## config.mk

```make
export PLATFORM = sky130hd
export DESIGN_NAME = reload_seq
export DESIGN_NICKNAME = d
export VERILOG_FILES = /design/src/rtl/reload_seq.sv
export SDC_FILE = /design/constraint.sdc
export NUM_CORES = 2
export LEC_CHECK = 0
export BUFFER_PORTS_ARGS = -buffer_cell sky130_fd_sc_hd__buf_4
export CAP_MARGIN = 20
export CORE_AREA = 2 2 607 548
export CTS_BUF_LIST = sky130_fd_sc_hd__clkbuf_2 sky130_fd_sc_hd__clkbuf_4 sky130_fd_sc_hd__clkbuf_8
export CTS_CLUSTER_SIZE = 8
export DETAILED_ROUTE_END_ITERATION = 7
export DIE_AREA = 0 0 609 550
export GPL_ROUTABILITY_DRIVEN = 0
export PLACE_DENSITY = 0.78
export SETUP_SLACK_MARGIN = 0.1
export SKIP_LAST_GASP = 1
export SLEW_MARGIN = 20
export SYNTH_ARGS = -nofsm -noshare
export SYNTH_HDL_FRONTEND = slang
export SYNTH_MEMORY_MAX_BITS = 65536
export SYNTH_SLANG_ARGS = --single-unit
```

## constraint.sdc

```tcl
create_clock -name clk -period 126.2 [get_ports clk]
set_input_delay 12.62 -clock clk [delete_from_list [all_inputs] [get_ports clk]]
set_output_delay 12.62 -clock clk [all_outputs]
set_load 0.02 [all_outputs]
```

## src/rtl/reload_seq.sv

```systemverilog
module reload_seq #(
  parameter int DEPTH = 8,
  parameter int TAG_W = 5,
  parameter int QW_W  = 128
) (
  input  logic                clk,
  input  logic                rst_n,
  input  logic                req_valid,
  input  logic [5:0]          req_ttype,
  input  logic [TAG_W-1:0]    req_tag,
  input  logic [1:0]          req_crit_qw,
  input  logic                req_full_line,
  input  logic [4*QW_W-1:0]   req_line,
  output logic                st_pop,
  output logic                ld_pop,
  output logic                rld_coming,
  output logic                rld_valid,
  output logic [TAG_W-1:0]    rld_tag,
  output logic [1:0]          rld_qw,
  output logic                rld_crit,
  output logic [QW_W-1:0]     rld_data,
  output logic                rld_ecc_err,
  output logic                rld_ecc_ue
);
  localparam int LINE_W = 4 * QW_W;
  localparam int PTR_W  = (DEPTH > 1) ? $clog2(DEPTH) : 1;
  localparam int CNT_W  = $clog2(DEPTH + 1);

  typedef struct packed {
    logic [TAG_W-1:0]  tag;
    logic [1:0]        crit;
    logic              full;
    logic [LINE_W-1:0] line;
  } ent_t;

  ent_t             mem [DEPTH];
  logic [PTR_W-1:0] wp, rp;
  logic [CNT_W-1:0] cnt;
  logic             busy;
  logic [2:0]       ph;
  logic             st_q;

  ent_t head;
  assign head = mem[rp];

  wire is_rd  = req_valid && (req_ttype == 6'h00 || req_ttype == 6'h08);
  wire push   = is_rd && (cnt != CNT_W'(DEPTH));
  wire [2:0] last_ph = head.full ? 3'd6 : 3'd3;
  wire [2:0] nvld    = head.full ? 3'd4 : 3'd1;
  wire pop    = busy && (ph == last_ph + 3'd1);

  always_ff @(posedge clk) begin
    if (!rst_n) begin
      wp <= '0; rp <= '0; cnt <= '0;
      busy <= 1'b0; ph <= '0; st_q <= 1'b0;
    end else begin
      st_q <= req_valid && (req_ttype == 6'h20);
      if (push) begin
        mem[wp] <= '{tag: req_tag, crit: req_crit_qw, full: req_full_line, line: req_line};
        wp <= (wp == PTR_W'(DEPTH - 1)) ? '0 : wp + 1'b1;
      end
      if (pop) rp <= (rp == PTR_W'(DEPTH - 1)) ? '0 : rp + 1'b1;
      cnt <= cnt + CNT_W'(push) - CNT_W'(pop);
      if (!busy) begin
        busy <= (cnt != '0);
        ph   <= '0;
      end else if (pop) begin
        busy <= (cnt > CNT_W'(1)) || push;
        ph   <= '0;
      end else begin
        ph <= ph + 3'd1;
      end
    end
  end

  wire [1:0] vbeat = 2'(ph - 3'd1);
  wire [1:0] dbeat = 2'(ph - 3'd3);
  wire [1:0] dsel  = 2'd3 - (head.full ? dbeat : head.crit);
  wire       dphase = busy && (ph >= 3'd3) && (ph <= last_ph);

  assign st_pop      = st_q;
  assign ld_pop      = pop;
  assign rld_coming  = busy && (ph == 3'd0 || (head.full && ph == 3'd2));
  assign rld_valid   = busy && (ph >= 3'd1) && (ph <= nvld);
  assign rld_tag     = rld_valid ? head.tag : '1;
  assign rld_qw      = rld_valid ? (head.full ? vbeat : head.crit) : 2'd3;
  assign rld_crit    = rld_valid ? (!head.full || vbeat == head.crit) : 1'b1;
  assign rld_data    = dphase ? head.line[dsel*QW_W +: QW_W] : '0;
  assign rld_ecc_err = 1'b0;
  assign rld_ecc_ue  = 1'b0;
endmodule

```

Word-level counts from Yosys, hierarchy flattened
Memories as Yosys holds them, arrays and structs flattened. A register that Yosys moved wholly into a read port is not among the register bits.
Index checks and enable logic that the tools add are counted.
{"block": "word_totals", "reg_bits": 15, "n_memories": 1, "ramBits": 4160}
{"block": "classes", "shift": 1, "reduce_logical": 19, "n_lt_le_gt_ge": 5, "n_bitwise": 2, "eq_ne": 8, "n_mux": 17, "n_addsub": 9}
{"memory": "mem", "depth": 8, "word_bits": 520, "rd": 1, "rd_ports_with_merged_regs": 1, "wr": 1, "line": "36", "rtl": "ent_t mem [DEPTH];"}
{"op": "$shiftx A512 B10 Y128", "count": 1}
{"op": "$mux W128", "count": 1}
{"op": "$mux W3", "count": 6}
{"op": "$add A3 B1 Y3 const B", "count": 4}
{"op": "$logic_and A1 B1 Y1", "count": 10}
{"op": "$eq A3 B3 Y1 const B", "count": 2}
{"op": "$eq A6 B4 Y1 const B", "count": 1}
{"op": "$eq A6 B6 Y1 const B", "count": 1}
{"op": "$le A3 B3 Y1", "count": 2}
{"op": "$logic_not A6 Y1", "count": 1}
{"op": "$mux W1", "count": 6}
{"op": "$mux W2", "count": 3}
{"op": "$mux W5", "count": 1}
{"op": "$add A4 B1 Y4", "count": 1}
{"op": "$gt A4 B1 Y1 const B", "count": 1}
{"op": "$logic_or A1 B1 Y1", "count": 4}
{"op": "$ne A4 B4 Y1 const B", "count": 1}
{"op": "$reduce_bool A4 Y1", "count": 1}
{"op": "$sub A4 B1 Y4", "count": 1}
{"op": "$eq A3 B2 Y1 const B", "count": 1}
{"op": "$eq A3 B3 Y1", "count": 1}
{"op": "$ge A3 B1 Y1 const B", "count": 1}
{"op": "$ge A3 B2 Y1 const B", "count": 1}
{"op": "$logic_not A3 Y1", "count": 1}
{"op": "7 further kinds", "count": 8}

Longest topological paths before layout
{"block": "logic_depth", "word_depth": 7, "mapped_depth": 14, "depth_no_buf": 13}

Least setup slack after synthesis
OpenSTA, ideal clock, no wires.
{"block": "synth_path", "path_type": "in2reg", "start": "input req_ttype[1]", "end": "memory mem[5][0] in the netlist's numbering, enable pin", "setup_time_ns": 2.041, "t_arrival_ns": 48.970, "cell_stages": 5, "path_slack_ns": 75.189, "cell_sequence": "nor4_1 -> nand2_1 -> a211oi_1 -> nand2_1 -> nor3_1"}
{"block": "synth_between", "elab_chain_cells": 7, "elab_cells_between_ends": 8, "cone_classes": "eq/ne: 1; mux: 3; reduce/logical: 4"}
{"element": "from (decl)", "line": "9", "rtl": "input logic [5:0] req_ttype,"}
{"element": "$eq A6 B4 Y1 or $logic_not A6 Y1 (tied branches)", "line": "46", "rtl": "wire is_rd = req_valid && (req_ttype == 6'h00 || req_ttype == 6'h08);"}
{"element": "$logic_or A1 B1 Y1 (*)", "line": "46"}
{"element": "$logic_and A1 B1 Y1 (*)", "line": "46"}
{"element": "$logic_and A1 B1 Y1 (*)", "line": "47", "rtl": "wire push = is_rd && (cnt != CNT_W'(DEPTH));"}
{"element": "$mux W1 (*)", "line": "58", "rtl": "if (push) begin"}
{"element": "$mux W1 (*)", "line": "53", "rtl": "if (!rst_n) begin"}
{"element": "$mux W1 (implied by the code) (*)", "line": "59", "rtl": "mem[wp] <= '{tag: req_tag, crit: req_crit_qw, full: req_full_line, line: req_line};"}
{"element": "to (decl)", "line": "36"}
Mark *: on every way between the ends. The rest lies on a longest branch, timed or not.

==> results.py <==
metrics = {
    "min_path": {
        "worst_hold_startpoint": "wp[2]$_SDFFE_PN0P_",
        "holdCritPathClass": "register to register",
        "hold_depth": 2,
    },
    "timing": {
        "setup_repair_after_global_routing_missed_its_margin": "false",
        "holdWs_ns": 0.592,
        "max_clock_freq_mhz": 47.9,
        "max_slew_margin_pct": 18.8,
        "setup_total_negative_slack_ns": 0,
        "timing_worst_slew_pin_value_ns": 1.22,
        "final_max_slew_viol_count": 0,
        "fin_worst_skew_ns": 0.0890,
        "setup_viol_count_final": 0,
        "post-route-period-util_pct": 16.6,
        "setup_ws_ns": 105.30,
        "finalHoldViolations": 0,
        "post-route-min-period_ns": 20.90,
    },
    "power_and_ir_drop": {
        "total_power_mw": 2.63,
        "power_density_nw_per_um2": 14.2,
        "static-leakage-power_nw": 56.6,
        "power.ir.vdd_worst_mv": 0.0104,
    },
    "job": {
        "maxCapViolCount": 0,
    },
    "clock_tree": {
        "clock_latency_on_the_worst_skew_pair_ns": 1.16,
        "cts_tree": "done",
        "numClockSinks": 4178,
        "htreeDepth": 6,
        "number_of_cts_inserted_buffers": 645,
        "ctsResizeCount": 0,
        "cts_root_buffer": "clkbuf_8",
        "cts.clk_slew.worst_paths_ns": 0.06,
        "cts_buffer_depth": 4,
        "cts_setup_buffers": 0,
        "cts.hold.buffers_added": 0,
    },
    "worst_setup_path": {
        "rr_startpoint": "cnt[2]$_SDFF_PN0_",
        "worstRegToRegCells": 9,
        "critPathRequiredTime_ns": 113.58,
        "critical_path.max_fanout": 158,
        "crit_path_end_kind": "output pin",
        "setup.worst_path.end": "rld_data[111]",
        "r2r-end": "mem[7][203]$_DFFE_PP_",
        "worstPathArrival_ns": 8.28,
        "setup.reg_to_reg.worst_slack_ns": 120.39,
        "crit_type": "register to output pin",
        "worst_setup_path_start_kind": "register",
    },
    "routing": {
        "drtPass1Iterations": 7,
        "ratio_of_routed_vias_to_standard_cells": 6.26,
        "detail_route.iter0.violations": 11400,
        "detail-route-antenna-nets": 0,
        "vias": 85500,
        "wire_per_inst_um": 30.5,
        "drc": 0,
        "finalWirelength_um": 416000,
    },
    "global_route": {
        "grt_remaining_overflow": 0,
        "number_of_antenna_violations_at_the_first_check_in_global_routing": 153,
        "global_route_wire_length_before_repair_um": 595000,
        "gr-usage-all-layers_pct": 24.3,
        "grt_max_degree": 159,
        "grt_pass1_vias": 85500,
    },
    "logic_synthesis": {
        "seq_cells_post_synth": 4178,
        "synth.distinct_cells": 49,
        "synth.top_cells.by_area": "edfxtp_1 (76%), mux4_2 (11%), mux2i_1 (2.7%), mux2_2 (2.3%), a21oi_1 (1.3%)",
        "ys_top_cells_by_count": "edfxtp_1 (4160), mux4_2 (812), mux2i_1 (440)",
        "synth.yosys.warnings": 0,
        "yosysTopAreaCellShare_pct": 76.3,
        "synth_top_area_cell": "edfxtp_1",
        "synth_compound_gate_area_share_pct": 4.82,
        "synthSimpleGateAreaFrac_pct": 0.896,
        "mappedNetlistArea_sq_um": 164000,
        "yosys.area_share.adder_pct": 0.150,
        "synth.yosys.seq_area_share_pct": 76.6,
        "synth_async_sr_flop_share_pct": 0,
        "synth_flop_cell": "edfxtp_1",
        "synth_xor_area_share_pct": 0.0260,
        "netlist_instances": 7861,
        "number_of_flops_mapped_to_enable_cells_by_yosys": 4160,
        "synthMuxAreaShare_pct": 16.2,
        "syn_avg_cell_area_sq_um": 20.8,
        "yosysMostFrequentCell": "edfxtp_1",
        "dominant_combinational_cell_family_by_area_after_synthesis": "multiplexers",
    },
    "floorplan": {
        "die-width_um": 609,
        "core_sq_um": 329000,
        "std_cell_rows": 200,
        "top_level_ports": 671,
        "die_h_um": 550,
        "floorplan.die_area_sq_um": 335000,
        "initial_utilization_pct": 49.8,
    },
    "place": {
        "preCtsSetupSlack_ns": 106.64,
        "detailed_place_hpwl_um": 235000,
        "place_inst": 12500,
        "post_place_cell_area_sq_um": 174000,
        "number_of_buffers_added_on_ports": 668,
    },
    "final_layout": {
        "fin_nets": 9377,
        "number_of_cells_in_the_finished_layout_apart_from_fillers": 13700,
        "fin_util_pct": 56.5,
        "post_route_cells_drive_above_1_share_pct": 32.3,
        "fillCellCount": 23500,
        "syn_to_final_growth_pct": 13.4,
        "final_cell_area_sq_um": 186000,
    },
    "status": {
        "outcome": "finished, final reports clean",
    },
}
-- worst max-delay path: stages, from the launching register on --
cell and delay (ns):
dfxtp_4 0.74, buf_4 0.68, buf_12 0.61, buf_4 0.89
buf_4 1.02, buf_4 0.85, mux2i_1 0.18, a22oi_1 0.26
a21oi_1 0.10, o22ai_1 0.36, a2111oi_0 0.12, a211oi_1 0.47
buf_4 0.23
-- worst min path at each step --
stage / end / slack (ns)
after floorplan: register / 0.46
after global placement: wp[2]$_SDFFE_PN0P_ / 0.53
after detailed placement: wp[2]$_SDFFE_PN0P_ / 0.57
after CTS: wp[2]$_SDFFE_PN0P_ / 0.58
after global routing: rp[0]$_SDFFE_PN0N_ / 0.62
final: wp[2]$_SDFFE_PN0P_ / 0.59
-- final cells by class --
class	instances	area (sq um)	share of cell area, %
repair buffers	816	6450	3.47
clock inverters	136	1170	0.633
diodes	115	288	0.155
well taps	4343	5430	2.93
inverters	16	61.3	0.0330
clock buffers	877	10700	5.74
flip-flops and latches	4178	125000	67.5
multi-input cells	3172	36300	19.6
-- placed cells by master (no fill, tap or decap), drive strengths merged, types with 18 or more instances in the layout --
cell     netlist  layout
nor2b         93      93
edfxtp      4160    4160
clkinv         2      88
ha            18      18
buf          248     816
o21ai        179     179
a21oi        431     431
o22ai        211     211
nand2         21      21
a2111oi       92      92
nor2         170     170
mux2i        441     441
mux2         333     333
inv           14      53
dfxtp         18      18
clkbuf       248     877
mux4         812     812
diode          0     115
a211oi        92      92
a22oi        241     241
-- kinds of logic (layout without fill, tap and decap cells) --
group                    count (synthesis)  count (layout)
other                                    1             117
adder cells (fa/ha/maj)                 19              19
AO/OA/AOI/OAI                         1250            1250
XOR/XNOR                                 4               4
flip-flops                            4178            4178
multiplexers                          1586            1586
buffers and inverters                  512            1845
AND/OR/NAND/NOR                        311             311
-- per-layer routing --
| metal | up-vias | track usage, % | share of wire, % | wire length (um) |
|---|---|---|---|---|
| met5 | - | 0 | 0.086 | 356 |
| li1 | 35100 | - | - | - |
| met2 | 4894 | 38.3 | 48 | 202000 |
| met3 | 907 | 5.69 | 9.9 | 41000 |
| met1 | 44500 | 31.7 | 37 | 153000 |
| met4 | 60 | 12.5 | 4.8 | 19800 |
-- flip-flops by register name (all words and copies together), names as in the netlist, named ones only --
register	count
rp	3
st_pop	1
busy	1
wp	3
mem	4160
ph	3
cnt	4
-- report_power, final --
group / internal, mW / total [mW] / switching [mW]
combinational: 0.0126 / 0.0339 / 0.0213
clock: 0.557 / 1.07 / 0.513
sequential: 1.53 / 1.53 / 0.000262
No activity file was read; power rests on OpenSTA's default activity.
